### config.mk
export PLATFORM = sky130hd
export DESIGN_NAME = psram_mux_ctrl
export DESIGN_NICKNAME = d
export VERILOG_FILES = /design/src/rtl/psram_ctl_pkg.sv /design/src/rtl/psram_cyc_timer.sv /design/src/rtl/psram_read_capture.sv /design/src/rtl/psram_seq.sv /design/src/rtl/psram_mux_ctrl.sv
export SDC_FILE = /design/constraint.sdc
export NUM_CORES = 1
export LEC_CHECK = 0
export ABC_AREA = 1
export BUFFER_PORTS_ARGS = -buffer_cell sky130_fd_sc_hd__buf_4
export CAP_MARGIN = 20
export CORE_MARGIN = 2
export CORE_UTILIZATION = 53
export CTS_CLUSTER_SIZE = 8
export DETAILED_ROUTE_END_ITERATION = 16
export GPL_TIMING_DRIVEN = 0
export PLACE_DENSITY = 0.84
export SLEW_MARGIN = 15
export SYNTH_ARGS = -nofsm -noshare
export SYNTH_HDL_FRONTEND = slang
export SYNTH_HIERARCHICAL = 1
export SYNTH_SLANG_ARGS = --single-unit
### constraint.sdc
create_clock -name clk -period 3.61 [get_ports clk]
set_input_delay 1.083 -clock clk [delete_from_list [all_inputs] [get_ports clk]]
set_output_delay 1.083 -clock clk [all_outputs]
set_load 0.01 [all_outputs]
### src/rtl/psram_ctl_pkg.sv
`timescale 1ns/1ps
package psram_ctl_pkg;

  typedef enum logic [2:0] {
    S_PWRUP,
    S_IDLE,
    S_CSS,
    S_ALAT,
    S_AHLD,
    S_RD,
    S_WR,
    S_REC
  } phase_e;

  function automatic int max2(input int a, input int b);
    return (a > b) ? a : b;
  endfunction

endpackage

### src/rtl/psram_cyc_timer.sv
`timescale 1ns/1ps
module psram_cyc_timer #(
  parameter int           CW      = 8,
  parameter logic [CW-1:0] RST_VAL = '0
) (
  input  logic          clk,
  input  logic          rst,
  input  logic          load,
  input  logic [CW-1:0] load_val,
  output logic          done
);

  logic [CW-1:0] cnt;

  always_ff @(posedge clk) begin
    if (rst)             cnt <= RST_VAL;
    else if (load)       cnt <= load_val;
    else if (cnt != '0)  cnt <= cnt - 1'b1;
  end

  assign done = (cnt == '0);

endmodule

### src/rtl/psram_read_capture.sv
`timescale 1ns/1ps
module psram_read_capture #(
  parameter int DATA_W = 16,
  parameter int BE_W   = DATA_W / 8
) (
  input  logic              clk,
  input  logic              rst,
  input  logic              fire,
  input  logic [BE_W-1:0]   be,
  input  logic [DATA_W-1:0] din,
  output logic              rsp_valid,
  output logic [DATA_W-1:0] rsp_rdata
);

  logic [DATA_W-1:0] masked;

  for (genvar b = 0; b < BE_W; b++) begin : g_byte
    assign masked[b*8 +: 8] = be[b] ? din[b*8 +: 8] : 8'h00;
  end

  always_ff @(posedge clk) begin
    if (rst) begin
      rsp_valid <= 1'b0;
      rsp_rdata <= '0;
    end else begin
      rsp_valid <= fire;
      if (fire) rsp_rdata <= masked;
    end
  end

  // the read strobe is a single-cycle pulse
  a_r10_single_pulse: assert property (@(posedge clk) disable iff (rst)
    rsp_valid |=> !rsp_valid);

endmodule

### src/rtl/psram_seq.sv
`timescale 1ns/1ps
module psram_seq
  import psram_ctl_pkg::*;
#(
  parameter int ADDR_W    = 18,
  parameter int DATA_W    = 16,
  parameter int BE_W      = DATA_W / 8,
  parameter int HI_W      = ADDR_W - DATA_W,
  parameter int CW        = 16,
  parameter int PWRUP_CYC = 25000,
  parameter int CSS_CYC   = 1,
  parameter int AVD_CYC   = 2,
  parameter int HOLD_CYC  = 1,
  parameter int RD_CYC    = 9,
  parameter int WR_CYC    = 6,
  parameter int HZ_CYC    = 2
) (
  input  logic              clk,
  input  logic              rst,
  input  logic              req_valid,
  output logic              req_ready,
  input  logic [ADDR_W-1:0] req_addr,
  input  logic              req_write,
  input  logic [DATA_W-1:0] req_wdata,
  input  logic [BE_W-1:0]   req_be,
  input  logic              tmr_done,
  output logic              tmr_load,
  output logic [CW-1:0]     tmr_val,
  output logic              cap_fire,
  output logic [BE_W-1:0]   cap_be,
  output logic              mem_cs_n,
  output logic              mem_avd_n,
  output logic              mem_oe_n,
  output logic              mem_we_n,
  output logic              mem_ub_n,
  output logic              mem_lb_n,
  output logic [HI_W-1:0]   mem_ahi,
  output logic [DATA_W-1:0] mem_adq_o,
  output logic              mem_adq_oe
);

  phase_e st, nxt;
  logic   take;

  logic [ADDR_W-1:0] addr_q, addr_d;
  logic [DATA_W-1:0] wdata_q, wdata_d;
  logic [BE_W-1:0]   be_q, be_d;
  logic              wr_q, wr_d;

  function automatic int phase_len(input phase_e p);
    case (p)
      S_PWRUP: return PWRUP_CYC;
      S_CSS:   return CSS_CYC;
      S_ALAT:  return AVD_CYC;
      S_AHLD:  return HOLD_CYC;
      S_RD:    return RD_CYC;
      S_WR:    return WR_CYC;
      S_REC:   return HZ_CYC;
      default: return 1;
    endcase
  endfunction

  assign take = (st == S_IDLE) && req_valid;

  always_comb begin
    nxt = st;
    case (st)
      S_PWRUP: if (tmr_done) nxt = S_IDLE;
      S_IDLE:  if (take)     nxt = S_CSS;
      S_CSS:   if (tmr_done) nxt = S_ALAT;
      S_ALAT:  if (tmr_done) nxt = S_AHLD;
      S_AHLD:  if (tmr_done) nxt = wr_q ? S_WR : S_RD;
      S_RD:    if (tmr_done) nxt = S_REC;
      S_WR:    if (tmr_done) nxt = S_REC;
      S_REC:   if (tmr_done) nxt = S_IDLE;
      default: nxt = S_IDLE;
    endcase
  end

  assign tmr_load = (nxt != st);
  assign tmr_val  = CW'(phase_len(nxt) - 1);
  assign cap_fire = (st == S_RD) && tmr_done;
  assign cap_be   = be_q;

  assign addr_d  = take ? req_addr  : addr_q;
  assign wdata_d = take ? req_wdata : wdata_q;
  assign be_d    = take ? req_be    : be_q;
  assign wr_d    = take ? req_write : wr_q;

  always_ff @(posedge clk) begin
    if (rst) begin
      st      <= S_PWRUP;
      addr_q  <= '0;
      wdata_q <= '0;
      be_q    <= '0;
      wr_q    <= 1'b0;
    end else begin
      st      <= nxt;
      addr_q  <= addr_d;
      wdata_q <= wdata_d;
      be_q    <= be_d;
      wr_q    <= wr_d;
    end
  end

  logic n_sel, n_adr, n_dat;
  assign n_adr = (nxt == S_CSS) || (nxt == S_ALAT) || (nxt == S_AHLD);
  assign n_dat = (nxt == S_RD)  || (nxt == S_WR);
  assign n_sel = n_adr || n_dat;

  // Pins are registered from the next phase so they change cleanly on an edge
  always_ff @(posedge clk) begin
    if (rst) begin
      mem_cs_n   <= 1'b1;
      mem_avd_n  <= 1'b1;
      mem_oe_n   <= 1'b1;
      mem_we_n   <= 1'b1;
      mem_ub_n   <= 1'b1;
      mem_lb_n   <= 1'b1;
      mem_ahi    <= '0;
      mem_adq_o  <= '0;
      mem_adq_oe <= 1'b0;
      req_ready  <= 1'b0;
    end else begin
      mem_cs_n   <= !n_sel;
      mem_avd_n  <= !(nxt == S_ALAT);
      mem_oe_n   <= !(nxt == S_RD);
      mem_we_n   <= !(nxt == S_WR);
      mem_ub_n   <= !(n_dat && be_d[BE_W-1]);
      mem_lb_n   <= !(n_dat && be_d[0]);
      mem_ahi    <= addr_d[ADDR_W-1:DATA_W];
      mem_adq_o  <= (nxt == S_WR) ? wdata_d :
                    n_adr         ? addr_d[DATA_W-1:0] : '0;
      mem_adq_oe <= n_adr || (nxt == S_WR);
      req_ready  <= (nxt == S_IDLE);
    end
  end

  // read and write enables are mutually exclusive
  a_r9_oe_we_excl: assert property (@(posedge clk) disable iff (rst)
    !(!mem_oe_n && !mem_we_n));
  // no drive while the memory outputs are enabled
  a_r9_no_contention: assert property (@(posedge clk) disable iff (rst)
    !mem_oe_n |-> !mem_adq_oe);
  // address strobe only inside a selected cycle
  a_r2_avd_in_cs: assert property (@(posedge clk) disable iff (rst)
    !mem_avd_n |-> !mem_cs_n);
  // address phase keeps the bus driven
  a_r3_addr_driven: assert property (@(posedge clk) disable iff (rst)
    (!mem_cs_n && mem_oe_n && mem_we_n) |-> mem_adq_oe);
  // byte strobes only inside a selected cycle
  a_r6_strobe_in_cs: assert property (@(posedge clk) disable iff (rst)
    (!mem_ub_n || !mem_lb_n) |-> !mem_cs_n);
  // write enable and chip select release together
  a_r5_write_end: assert property (@(posedge clk) disable iff (rst)
    $rose(mem_we_n) |-> mem_cs_n);
  // deselected bus is never driven
  a_r7_rec_undriven: assert property (@(posedge clk) disable iff (rst)
    mem_cs_n |-> !mem_adq_oe);
  // ready only while the chip is deselected
  a_r8_ready_idle: assert property (@(posedge clk) disable iff (rst)
    req_ready |-> mem_cs_n);

endmodule

### src/rtl/psram_mux_ctrl.sv
`timescale 1ns/1ps
module psram_mux_ctrl
  import psram_ctl_pkg::*;
#(
  parameter int ADDR_W    = 18,
  parameter int DATA_W    = 16,
  parameter int PWRUP_CYC = 25000,
  parameter int CSS_CYC   = 1,
  parameter int AVD_CYC   = 2,
  parameter int HOLD_CYC  = 1,
  parameter int RD_CYC    = 9,
  parameter int WR_CYC    = 6,
  parameter int HZ_CYC    = 2
) (
  input  logic                 clk,
  input  logic                 rst,
  input  logic                 req_valid,
  output logic                 req_ready,
  input  logic [ADDR_W-1:0]    req_addr,
  input  logic                 req_write,
  input  logic [DATA_W-1:0]    req_wdata,
  input  logic [DATA_W/8-1:0]  req_be,
  output logic                 rsp_valid,
  output logic [DATA_W-1:0]    rsp_rdata,
  output logic                 mem_cs_n,
  output logic                 mem_avd_n,
  output logic                 mem_oe_n,
  output logic                 mem_we_n,
  output logic                 mem_ub_n,
  output logic                 mem_lb_n,
  output logic [ADDR_W-DATA_W-1:0] mem_ahi,
  output logic [DATA_W-1:0]    mem_adq_o,
  output logic                 mem_adq_oe,
  input  logic [DATA_W-1:0]    mem_adq_i
);

  localparam int BE_W = DATA_W / 8;
  localparam int HI_W = ADDR_W - DATA_W;
  localparam int MAXC = max2(max2(max2(PWRUP_CYC, CSS_CYC), max2(AVD_CYC, HOLD_CYC)),
                             max2(max2(RD_CYC, WR_CYC), HZ_CYC));
  localparam int CW   = $clog2(MAXC + 1);

  logic          tmr_done, tmr_load, cap_fire;
  logic [CW-1:0] tmr_val;
  logic [BE_W-1:0] cap_be;

  psram_cyc_timer #(
    .CW      (CW),
    .RST_VAL (CW'(PWRUP_CYC - 1))
  ) u_timer (
    .clk      (clk),
    .rst      (rst),
    .load     (tmr_load),
    .load_val (tmr_val),
    .done     (tmr_done)
  );

  psram_seq #(
    .ADDR_W    (ADDR_W),
    .DATA_W    (DATA_W),
    .BE_W      (BE_W),
    .HI_W      (HI_W),
    .CW        (CW),
    .PWRUP_CYC (PWRUP_CYC),
    .CSS_CYC   (CSS_CYC),
    .AVD_CYC   (AVD_CYC),
    .HOLD_CYC  (HOLD_CYC),
    .RD_CYC    (RD_CYC),
    .WR_CYC    (WR_CYC),
    .HZ_CYC    (HZ_CYC)
  ) u_seq (
    .clk        (clk),
    .rst        (rst),
    .req_valid  (req_valid),
    .req_ready  (req_ready),
    .req_addr   (req_addr),
    .req_write  (req_write),
    .req_wdata  (req_wdata),
    .req_be     (req_be),
    .tmr_done   (tmr_done),
    .tmr_load   (tmr_load),
    .tmr_val    (tmr_val),
    .cap_fire   (cap_fire),
    .cap_be     (cap_be),
    .mem_cs_n   (mem_cs_n),
    .mem_avd_n  (mem_avd_n),
    .mem_oe_n   (mem_oe_n),
    .mem_we_n   (mem_we_n),
    .mem_ub_n   (mem_ub_n),
    .mem_lb_n   (mem_lb_n),
    .mem_ahi    (mem_ahi),
    .mem_adq_o  (mem_adq_o),
    .mem_adq_oe (mem_adq_oe)
  );

  psram_read_capture #(
    .DATA_W (DATA_W),
    .BE_W   (BE_W)
  ) u_cap (
    .clk       (clk),
    .rst       (rst),
    .fire      (cap_fire),
    .be        (cap_be),
    .din       (mem_adq_i),
    .rsp_valid (rsp_valid),
    .rsp_rdata (rsp_rdata)
  );

  // the chip stays deselected while the controller is not ready and idle
  a_r1_no_access_unready: assert property (@(posedge clk) disable iff (rst)
    (mem_cs_n && !req_ready && !rsp_valid && $stable(mem_cs_n)) |-> !mem_adq_oe);

endmodule

==> results of run 1 <==
how the worst min path moves through the flow:
stage	startpoint	to
6_report	u_cap/rsp_rdata[13]$_SDFFE_PP0P_	u_cap/rsp_rdata[13]$_SDFFE_PP0P_
3_3_place_gp	u_cap/rsp_rdata[0]$_SDFFE_PP0P_	u_cap/rsp_rdata[0]$_SDFFE_PP0P_
5_1_grt	u_cap/rsp_rdata[13]$_SDFFE_PP0P_	u_cap/rsp_rdata[13]$_SDFFE_PP0P_
4_1_cts	u_cap/rsp_rdata[13]$_SDFFE_PP0P_	u_cap/rsp_rdata[13]$_SDFFE_PP0P_
3_5_place_dp	u_cap/rsp_rdata[13]$_SDFFE_PP0P_	u_cap/rsp_rdata[13]$_SDFFE_PP0P_
2_1_floorplan	u_seq/wdata_q[15]$_SDFF_PP0_	u_seq/wdata_q[15]$_SDFF_PP0_
power groups by stage:
stage	Combinational, µW	Sequential, µW	Clock, µW
after floorplan	29.3	1090	0
after global placement	84.0	1090	0
after detailed placement	85.2	1090	0
after CTS	85.9	1060	701
after global routing	94.6	1060	745
final	86.4	1060	689
flip-flops by register name, indices dropped and copies added (netlist names), 2 cells and up:
name	flops
u_seq/addr_q	18
u_cap/rsp_rdata	16
u_seq/mem_adq_o	16
u_seq/wdata_q	16
u_timer/cnt	15
u_seq/st	3
u_seq/cap_be	2
layer usage:
metal,part of all wire [%],global-route usage (%),vias to the layer above
li1,-,-,1883
met1,43,30.97,1678
met5,0,0,-
met4,2.4,9.722,0
met3,7.9,4.398,23
met2,46,37.53,166
stage by stage:
stage	area, µm²	total power [µW]	setup WS (ps)
floorplan	4049	1117	1110
global placement	4908	1172	811.2
detailed placement	4908	1173	723.3
CTS	5096	1851	691.3
global route	5096	1904	425.3
finish	5096	1839	652.7
layout make-up:
type | instances | area, µm² | area share [%]
plain buffers | 34 | 251.5 | 4.935
clock buffers | 11 | 131.4 | 2.578
clock inverters | 5 | 56.30 | 1.105
inverters | 30 | 120.1 | 2.357
multi-input cells | 367 | 1755 | 34.45
flip-flops and latches | 96 | 1922 | 37.71
well taps | 99 | 123.9 | 2.431
repair buffers | 98 | 735.7 | 14.44
worst register-to-register path, stage by stage, from the launching register on:
cell	delay, ps
dfxtp_1	330
inv_1	100
ha_1	250
nand2_2	130
nor2_8	180
nand3_4	110
inv_2	160
nand2_1	70
nor2_1	110
nand2_2	90
nand3_1	100
nor2_1	100
o21ai_0	310
nand2_1	100
ha_1	210
nand2_1	140
nor2_1	80
buf_4	140
nand2_1	50
a21oi_1	60
cells in the final DEF, fill, tap and decap left out, types with 2 or more instances in the layout:
cell,Yosys,final
nor2_2,4,4
buf_2,3,3
clkbuf_8,0,9
nand2_1,143,143
nand3_1,32,32
nor2_1,68,68
buf_6,6,6
conb_1,1,2
xnor2_1,3,3
a21oi_1,34,34
nand2_2,16,16
ha_1,2,2
inv_2,6,6
a21oi_2,12,12
dfxtp_1,96,96
buf_4,15,113
o21ai_0,27,27
nand4_1,5,5
clkbuf_2,2,2
clkinv_2,0,2
inv_1,23,23
xor2_1,4,4
clkbuf_1,7,9
nand3_2,3,3
o211ai_1,3,3
cell families after synthesis:
group	after synthesis	synth area share (%)
AND/OR/NAND/NOR	278	30.06
flip-flops	96	47.51
AO/OA/AOI/OAI	78	11.01
buffers and inverters	64	9.186
XOR/XNOR	7	1.516
adder cells (fa/ha/maj)	2	0.6185
other	1	0.09270
==> flow_metrics.env, run 1 <==
export IMPL_synth_most_common_cell="nand2_1"
export IMPL_ff2ff_path_depth=19
export IMPL_reg2reg_from="u_timer/cnt[0]$_SDFFE_PP1P_"
export IMPL_cts_hold_buffers=0
export IMPL_seq_area_frac_synth_pct=47.51
export IMPL_antenna_found_initial=0
export IMPL_r2r_setup_slack_ps=650
export IMPL_drc=0
export IMPL_post_cts_resize_count=0
export IMPL_cp_data_required_time_ps=3840
export IMPL_crit_fanout=8
export IMPL_portBuffers=98
export IMPL_grt_pass1_vias=3502
export IMPL_setup_viol_count_final=0
export IMPL_synth_top_area_share_pct=47.51
export IMPL_place_gp_congestion=0.9483
export IMPL_cp_num_buf_inv=3
export IMPL_layout_cells_non_filler=740
export IMPL_synth_edff_count=0
export IMPL_path_clk_slew_ps=100
export IMPL_hpwl_um=6940
export IMPL_fp_dieH_um=91.37
export IMPL_synth_flop_cell="dfxtp_1"
export IMPL_fp_dieW_um=91.37
export IMPL_fin_crit_ps=2957
export IMPL_cp_arrival_ps=3190
export IMPL_utilization_pct=69.52
export IMPL_synthTopCellsByCount="143 x nand2_1, 96 x dfxtp_1, 68 x nor2_1, 34 x a21oi_1, 32 x nand3_1"
export IMPL_max_cap_violations=0
export IMPL_crit_path_start="u_timer/cnt[0]$_SDFFE_PP1P_"
export IMPL_place_inst=724
export IMPL_fill_cells=597
export IMPL_power_switching_uw=407.2
export IMPL_pwr_share_comb_pct=4.7
export IMPL_insertion_delay_ps=360
export IMPL_pwr_density_cell_nw_per_um2=360.8
export IMPL_slew_limit_headroom_pct=62.63
export IMPL_htree_levels=3
export IMPL_cp_slowest_cell="dfxtp_1"
export IMPL_areaGrowthSynthToFinish_pct=25.98
export IMPL_slew_violations=0
export IMPL_clkPwrFrac_pct=37.5
export IMPL_fmax_mhz=338.1
export IMPL_route_antenna_remaining_nets=0
export IMPL_fp_coreArea_um2=7331
export IMPL_ys_types=34
export IMPL_cp_num_cells=19
export IMPL_cts_root_buf="clkbuf_8"
export IMPL_antenna_cells=0
export IMPL_vias_per_cell=5.068
export IMPL_cpMostUsedCell="nand2_1"
export IMPL_synth_top_cells_by_area="dfxtp_1 48%, nand2_1 13%, nor2_1 6.3%"
export IMPL_hold_viol_final=0
export IMPL_cts_setup_buffers=0
export IMPL_yosysWarnings=6
export IMPL_rsz0062_at_grt="false"
export IMPL_internal_power_uw=1431
export IMPL_hold_path_depth=2
export IMPL_status="complete, no violations"
export IMPL_skew_ps=12.06
export IMPL_path_cells="inv_1 -> ha_1 -> nand2_2 -> nor2_8 -> nand3_4 -> inv_2 -> nand2_1 -> nor2_1 -> nand2_2 -> nand3_1 -> nor2_1 -> o21ai_0 -> nand2_1 -> ha_1 -> nand2_1 -> nor2_1 -> buf_4 -> nand2_1 -> a21oi_1"
export IMPL_vias=3750
export IMPL_grt_pass1_wl_um=15860
export IMPL_synth_area_um2=4045
export IMPL_leakage_uw=0.002280
export IMPL_synthCells=526
export IMPL_finalSetupTns_ps=0
export IMPL_critPathCaptureType="flop"
export IMPL_ys_ff_latch=96
export IMPL_cts_max_path_buffers=2
export IMPL_hold_path_class="flop to flop"
export IMPL_initial_core_util_pct=55.18
export IMPL_numCtsBuffers=9
export IMPL_peakVddDrop_v=0.0002290
export IMPL_period_share_pct=81.92
export IMPL_wl_per_cell_um=13.16
export IMPL_rows=31
export IMPL_firstDrtPassIters=5
export IMPL_nNetsFinal=694
export IMPL_synth_largest_area_cell="dfxtp_1"
export IMPL_drive_gt1_share_pct=29.02
export IMPL_drtIter0Drc=270
export IMPL_worstSetupPathType="flop to flop"
export IMPL_grt_use_total_pct=23.41
export IMPL_slowest_delay_ps=330
export IMPL_globalRoute_totalOverflow=0
export IMPL_whs_ps=468.8
export IMPL_power_share_sequential_pct=57.8
export IMPL_pin_count=99
export IMPL_async_flop_share_pct=0
export IMPL_syn_avg_cell_area_um2=7.690
export IMPL_grt_max_degree=16
export IMPL_r2r_end="u_timer/cnt[10]$_SDFFE_PP0P_"
export IMPL_start_kind="flop"
export IMPL_tightestPinTransition_ps=560.6
export IMPL_cp_top_family="simple AND/OR/NAND/NOR gates"
export IMPL_clkSinkCount=96
export IMPL_drt_total_wl_um=9736
export IMPL_swShare_pct=22.15
export IMPL_setup_worst_path_end="u_timer/cnt[10]$_SDFFE_PP0P_"
export IMPL_die_area_um2=8348
export IMPL_cts_tree="yes"
Power figures use the tool's default switching activity.
==> inputs of run 2 (changes only) <==
==> constraint.sdc (replaced) <==
create_clock -name clk -period 3 [get_ports clk]
set_input_delay 0.9 -clock clk [delete_from_list [all_inputs] [get_ports clk]]
set_output_delay 0.9 -clock clk [all_outputs]
set_load 0.01 [all_outputs]
==> run 2 against run 1 <==
Total power rose by 21%. Worst hold slack improved by 1.5 ps. Highest routed layer unchanged. Clock skew rose by 1.4 ps. Fmax grew 7.4%. Cell count unchanged. Largest power group unchanged. Clock power rose by 21%. Via count is 0.40% higher. Critical path depth down 1. First-iteration DRC count is 13% lower. Utilization increased by 0.12 points. Register-to-register slack worse by 410 ps. Combinational power up 20%.
==> flow_metrics.env, run 2 (synthesis gave the netlist of run 1 again) <==
export IMPL_status="complete, no violations"
export IMPL_hpwl_um=6940
export IMPL_grt_util_met1_pct=30.97
export IMPL_drtIter0Drc=235
export IMPL_setup_viol_count_final=0
export IMPL_period_share_pct=91.76
export IMPL_hold_path_endpoint="u_cap/rsp_rdata[13]$_SDFFE_PP0P_"
export IMPL_final_cell_mix="143 x nand2_1, 113 x buf_4, 96 x dfxtp_1, 67 x nor2_1, 34 x a21oi_1"
export IMPL_cpMostUsedCell="nand2_1"
export IMPL_final_common_cell="nand2_1"
export IMPL_grt_pass1_wl_um=15860
export IMPL_route_antenna_remaining_nets=0
export IMPL_pre_cts_ws_ps=113.3
export IMPL_nNetsFinal=694
export IMPL_rows=31
export IMPL_antenna_cells=0
export IMPL_hold_path_depth=2
export IMPL_slowest_delay_ps=330
export IMPL_path_clk_slew_ps=100
export IMPL_start_kind="flop"
export IMPL_vias=3765
export IMPL_cp_data_required_time_ps=3240
export IMPL_cts_root_buf="clkbuf_8"
export IMPL_fp_dieH_um=91.37
export IMPL_slew_limit_headroom_pct=62.81
export IMPL_wl_per_cell_um=13.20
export IMPL_grt_use_total_pct=23.41
export IMPL_rsz0062_at_grt="false"
export IMPL_hold_path_startpoint="u_cap/rsp_rdata[13]$_SDFFE_PP0P_"
export IMPL_firstDrtPassIters=5
export IMPL_antenna_found_initial=0
export IMPL_busiest_layer="met2"
export IMPL_drc=0
export IMPL_grt_pass1_vias=3502
export IMPL_tightestPinTransition_ps=557.9
export IMPL_htree_levels=3
export IMPL_portBuffers=98
export IMPL_fp_dieW_um=91.37
export IMPL_place_area_um2=4908
export IMPL_peakVddDrop_v=0.0002765
export IMPL_cp_arrival_ps=2990
export IMPL_skew_ps=13.42
export IMPL_drt_total_wl_um=9771
export IMPL_fin_ws_ps=247.3
export IMPL_critPathCaptureType="flop"
export IMPL_hold_path_class="flop to flop"
export IMPL_cts_max_path_buffers=2
export IMPL_max_cap_violations=0
export IMPL_die_area_um2=8348
export IMPL_cp_slowest_cell="dfxtp_1"
export IMPL_ff2ff_path_depth=18
export IMPL_whs_ps=470.3
export IMPL_top_register="u_seq/addr_q"
export IMPL_fmax_mhz=363.3
export IMPL_pwr_density_cell_nw_per_um2=434.0
export IMPL_met3_usage_pct=4.398
export IMPL_r2r_end="u_timer/cnt[10]$_SDFFE_PP0P_"
export IMPL_place_gp_congestion=0.9483
export IMPL_cts_tree="yes"
export IMPL_use_met2_pct=37.53
export IMPL_numCtsBuffers=9
export IMPL_insertion_delay_ps=360
export IMPL_leakage_uw=0.002280
export IMPL_clkSinkCount=96
export IMPL_slew_violations=0
export IMPL_final_cell_area_um2=5105
export IMPL_hold_viol_final=0
export IMPL_power_uw=2215
export IMPL_worstSetupPathType="flop to flop"
export IMPL_finalSetupTns_ps=0
export IMPL_initial_core_util_pct=55.18
export IMPL_vias_per_cell=5.088
export IMPL_grt_max_degree=16
export IMPL_fin_crit_ps=2753
export IMPL_areaGrowthSynthToFinish_pct=26.20
export IMPL_fp_coreArea_um2=7331
export IMPL_drive_gt1_share_pct=29.49
export IMPL_path_cells="inv_1 -> ha_2 -> nand2_2 -> nor2_8 -> nand3_4 -> inv_4 -> or2_2 -> nand3_1 -> nor2_1 -> nor2_1 -> nand2_1 -> nand2_1 -> ha_1 -> nand2_1 -> nor2_2 -> buf_4 -> nand2_1 -> a21oi_1"
export IMPL_crit_fanout=8
export IMPL_reg2reg_from="u_timer/cnt[0]$_SDFFE_PP1P_"
export IMPL_r2r_setup_slack_ps=250
export IMPL_pin_count=99
export IMPL_largest_reg_flops=18
export IMPL_globalRoute_totalOverflow=0
-- run 2: cell counts in the layout (fill, tap and decap cells not counted) --
No cell type changed its count.
-- run 2: final cells by class --
| type | instances | area (µm²) |
|---|---|---|
| Tap cell | 99 | 123.9 |
| Clock buffer | 11 | 131.4 |
| Multi-Input combinational cell | 367 | 1760 |
| Clock inverter | 5 | 56.30 |
| Sequential cell | 96 | 1922 |
| Buffer | 34 | 252.7 |
| Inverter | 30 | 122.6 |
| Timing Repair Buffer | 98 | 735.7 |
| Fill cell | 594 | 2226 |
-- run 2: repair_timing --
item	in CTS	in global routing
hold endpoints to repair	0	0
hold buffers	0	0
setup endpoints to repair	0	9
gates resized for setup	0	6
setup buffers	0	0
-- run 2: power breakdown --
| part | internal (µW) | switching (µW) | total (µW) |
|---|---|---|---|
| clock network | 387 | 445 | 831 |
| registers | 1280 | 2.95 | 1280 |
| logic | 59.2 | 45.2 | 104 |
-- run 2: routing by layer --
layer  vias up  share of wire [%]
met5         -                  0
met4         0                2.2
met3        21                8.3
met2       173                 46
met1      1689                 43
li1       1882                  -
-- run 2: worst max-delay path: cells and delay by family (launching register included) --
kind / cells / cell delay [ps]
and+or+nand+nor: 12 / 1440
adders and majority gates: 2 / 440
buffers and inverters: 3 / 370
DFF: 1 / 330
AOI/OAI and AO/OA: 1 / 60
-- run 2: worst max path at each step --
stage | startpoint | end | cells after the start
2_1_floorplan | u_timer/cnt[0]$_SDFFE_PP1P_ | u_timer/cnt[1]$_SDFFE_PP1P_ | 19
3_3_place_gp | u_timer/cnt[0]$_SDFFE_PP1P_ | u_timer/cnt[10]$_SDFFE_PP0P_ | 19
3_5_place_dp | u_timer/cnt[0]$_SDFFE_PP1P_ | u_timer/cnt[10]$_SDFFE_PP0P_ | 19
4_1_cts | u_timer/cnt[0]$_SDFFE_PP1P_ | u_timer/cnt[10]$_SDFFE_PP0P_ | 19
5_1_grt | u_timer/cnt[0]$_SDFFE_PP1P_ | u_timer/cnt[12]$_SDFFE_PP0P_ | 21
6_report | u_timer/cnt[0]$_SDFFE_PP1P_ | u_timer/cnt[10]$_SDFFE_PP0P_ | 18
-- run 2: through the flow --
| stage | std cells | utilization, % |
|---|---|---|
| final | 740 | 69.64 |
| after global routing | 740 | 69.64 |
| after CTS | 740 | 69.52 |
| after detailed placement | 724 | 66.96 |
| after global placement | 724 | 66.96 |
| after floorplan | 527 | - |
==> inputs of run 3 (changes only) <==
--- a/config.mk
+++ b/config.mk
@@ -9,11 +9,12 @@
 export BUFFER_PORTS_ARGS = -buffer_cell sky130_fd_sc_hd__buf_4
 export CAP_MARGIN = 20
 export CORE_MARGIN = 2
-export CORE_UTILIZATION = 53
+export CORE_UTILIZATION = 35
+export CTS_BUF_LIST = sky130_fd_sc_hd__clkbuf_4 sky130_fd_sc_hd__clkbuf_8 sky130_fd_sc_hd__clkbuf_16
 export CTS_CLUSTER_SIZE = 8
 export DETAILED_ROUTE_END_ITERATION = 16
 export GPL_TIMING_DRIVEN = 0
-export PLACE_DENSITY = 0.84
+export PLACE_DENSITY = 0.61
 export SLEW_MARGIN = 15
 export SYNTH_ARGS = -nofsm -noshare
 export SYNTH_HDL_FRONTEND = slang
==> constraint.sdc (replaced) <==
create_clock -name clk -period 3.5 [get_ports clk]
set_input_delay 1.05 -clock clk [delete_from_list [all_inputs] [get_ports clk]]
set_output_delay 1.05 -clock clk [all_outputs]
set_load 0.01 [all_outputs]
==> run 3 against run 2 <==
First-iteration DRC count fell by 38%. Register-to-register slack improved by 370 ps. Final area rose by 2.9%. Fmax fell by 4.4%. Routed wire length rose by 1.8%. Sequential power fell by 14%. Count of clock-buffer cells in the layout fell by 2. Total power fell by 3.3%.
==> flow_metrics.env, run 3 (synthesis gave the netlist of run 1 again) <==
export IMPL_path_cells="inv_1 -> ha_1 -> nand2_2 -> nor2_8 -> nand3_4 -> inv_2 -> nand2_1 -> nor2_1 -> nand2_2 -> nand3_1 -> nor2_1 -> o21ai_0 -> ha_1 -> nand2_1 -> nor2_1 -> buf_4 -> nand2_1 -> a21oi_1"
export IMPL_fin_crit_ps=2878
export IMPL_portBuffers=98
export IMPL_crit_fanout=8
export IMPL_highest_layer="met4"
export IMPL_tightestPinTransition_ps=524.8
export IMPL_leakage_uw=0.002330
export IMPL_vias_per_cell=4.625
export IMPL_insertion_delay_ps=350
export IMPL_pwr_density_cell_nw_per_um2=407.9
export IMPL_route_antenna_remaining_nets=0
export IMPL_internal_power_uw=1642
export IMPL_drtIter0Drc=146
export IMPL_clkPwrFrac_pct=44.6
export IMPL_hold_viol_final=0
export IMPL_r2r_setup_slack_ps=620
export IMPL_wl_met3_um=629
export IMPL_pin_count=99
export IMPL_vias=3626
export IMPL_slew_violations=0
export IMPL_post_cts_resize_count=0
export IMPL_largest_reg_flops=18
export IMPL_rsz0062_at_grt="false"
export IMPL_ff2ff_path_depth=18
export IMPL_htree_levels=3
export IMPL_hold_path_class="flop to flop"
export IMPL_cp_data_required_time_ps=3780
export IMPL_fp_coreArea_um2=11370
export IMPL_areaGrowthSynthToFinish_pct=29.82
export IMPL_swShare_pct=23.33
export IMPL_globalRoute_totalOverflow=0
export IMPL_met1_length_um=4710
export IMPL_top_register="u_seq/addr_q"
export IMPL_path_clk_slew_ps=70
export IMPL_cp_slowest_cell="dfxtp_1"
export IMPL_die_area_um2=12430
export IMPL_grt_pass1_wl_um=16510
export IMPL_numCtsBuffers=9
export IMPL_cts_max_path_buffers=2
export IMPL_slew_limit_headroom_pct=65.01
export IMPL_hold_path_endpoint="u_cap/rsp_rdata[1]$_SDFFE_PP0P_"
export IMPL_place_gp_congestion=0.8152
export IMPL_power_share_sequential_pct=51.2
export IMPL_critPathCaptureType="flop"
export IMPL_power_switching_uw=499.6
export IMPL_fp_dieH_um=111.5
export IMPL_finalSetupTns_ps=0
export IMPL_grt_use_total_pct=16.26
export IMPL_firstDrtPassIters=4
export IMPL_reg2reg_from="u_timer/cnt[0]$_SDFFE_PP1P_"
export IMPL_drc=0
export IMPL_nNetsFinal=694
export IMPL_final_cell_mix="143 x nand2_1, 113 x buf_4, 96 x dfxtp_1, 68 x nor2_1, 34 x a21oi_1"
export IMPL_antenna_found_initial=0
export IMPL_final_cell_area_um2=5251
export IMPL_skew_ps=5.395
export IMPL_drive_gt1_share_pct=29.33
export IMPL_drt_total_wl_um=9943
export IMPL_antenna_cells=0
export IMPL_cts_tree="yes"
export IMPL_peakVddDrop_v=0.0001895
export IMPL_fill_cells=1130
export IMPL_wl_met2_um=4441
export IMPL_place_area_um2=4964
export IMPL_setup_viol_count_final=0
export IMPL_multi_input_area_um2=1755
export IMPL_initial_core_util_pct=35.58
export IMPL_seqCellArea_um2=1922
export IMPL_cts_setup_buffers=0
export IMPL_grt_max_degree=19
export IMPL_period_share_pct=82.23
export IMPL_final_common_cell="nand2_1"
export IMPL_max_cap_violations=0
export IMPL_worstSetupPathType="flop to flop"
export IMPL_slowest_delay_ps=320
export IMPL_status="complete, no violations"
export IMPL_start_kind="flop"
export IMPL_cts_hold_buffers=0
export IMPL_hpwl_um=7286
export IMPL_clkSinkCount=96
export IMPL_r2r_end="u_timer/cnt[10]$_SDFFE_PP0P_"
export IMPL_wl_per_cell_um=12.68
export IMPL_hold_path_startpoint="u_cap/rsp_rdata[1]$_SDFFE_PP0P_"
export IMPL_hold_path_depth=2
export IMPL_fp_dieW_um=111.5
export IMPL_cts_root_buf="clkbuf_16"
export IMPL_rows=39
export IMPL_grt_pass1_vias=3509
export IMPL_cp_arrival_ps=3160
export IMPL_fmax_mhz=347.5
export IMPL_pwr_share_comb_pct=4.1
==> run 3: changes by cell type in the layout (fill, tap and decap cells not counted), moves of 2 or more <==
cell | previous run | this run
clkbuf_16 | 0 | 9
clkbuf_8 | 9 | 0
clkinv_4 | 0 | 3
inv_8 | 1 | 3
==> run 3: worst max-delay path by stage <==
stage	start	endpoint	cells past startpoint
detailed placement	u_timer/cnt[0]$_SDFFE_PP1P_	u_timer/cnt[10]$_SDFFE_PP0P_	18
floorplan	u_timer/cnt[0]$_SDFFE_PP1P_	u_timer/cnt[1]$_SDFFE_PP1P_	19
global route	u_timer/cnt[0]$_SDFFE_PP1P_	u_timer/cnt[1]$_SDFFE_PP1P_	19
finish	u_timer/cnt[0]$_SDFFE_PP1P_	u_timer/cnt[10]$_SDFFE_PP0P_	18
CTS	u_timer/cnt[0]$_SDFFE_PP1P_	u_timer/cnt[10]$_SDFFE_PP0P_	18
global placement	u_timer/cnt[0]$_SDFFE_PP1P_	u_timer/cnt[10]$_SDFFE_PP0P_	18
==> run 3: power by group through the flow <==
stage               logic (µW)  registers [µW]  clock network [µW]
detailed placement        89.1            1120                   0
global route              98.9            1100                1020
finish                    88.8            1100                 956
CTS                       89.5            1100                 987
global placement          89.1            1120                   0
floorplan                 30.2            1120                   0
==> run 3: area by class of cell <==
| class | count | share of cell area [%] |
|---|---|---|
| Clock buffer | 9 | 4.289 |
| Multi-Input combinational cell | 367 | 33.43 |
| Timing Repair Buffer | 98 | 14.01 |
| Buffer | 34 | 4.789 |
| Sequential cell | 96 | 36.60 |
| Clock inverter | 7 | 1.191 |
| Tap cell | 143 | 3.407 |
| Inverter | 30 | 2.287 |
==> run 3: stage by stage <==
| stage | instances | util (%) | worst slack (ps) | power, µW | hold WS, ps |
|---|---|---|---|---|---|
| finish | 784 | 46.19 | 621.9 | 2142 | 466.0 |
| global route | 784 | 46.19 | 256.6 | 2215 | 481.7 |
| CTS | 784 | 46.19 | 611.2 | 2173 | 471.2 |
| detailed placement | 768 | 43.66 | 623.5 | 1212 | 458.8 |
| global placement | 768 | 43.66 | 652.2 | 1211 | 453.5 |
| floorplan | 527 | - | 999.8 | 1152 | 439.6 |
==> run 3: worst max-delay path, delay by kind of cell, from the launching register on <==
| family | cells | cell delay [ps] |
|---|---|---|
| AO/OA/AOI/OAI | 2 | 430 |
| flip-flops | 1 | 320 |
| adder cells (fa/ha/maj) | 2 | 480 |
| AND/OR/NAND/NOR | 11 | 1190 |
| buffers and inverters | 3 | 380 |
==> run 3: routing by layer <==
| layer | global-route usage, % | up-vias |
|---|---|---|
| li1 | - | 1885 |
| met1 | 20.84 | 1630 |
| met2 | 26.30 | 102 |
| met3 | 3.756 | 9 |
| met4 | 7.078 | 0 |
| met5 | 0 | - |
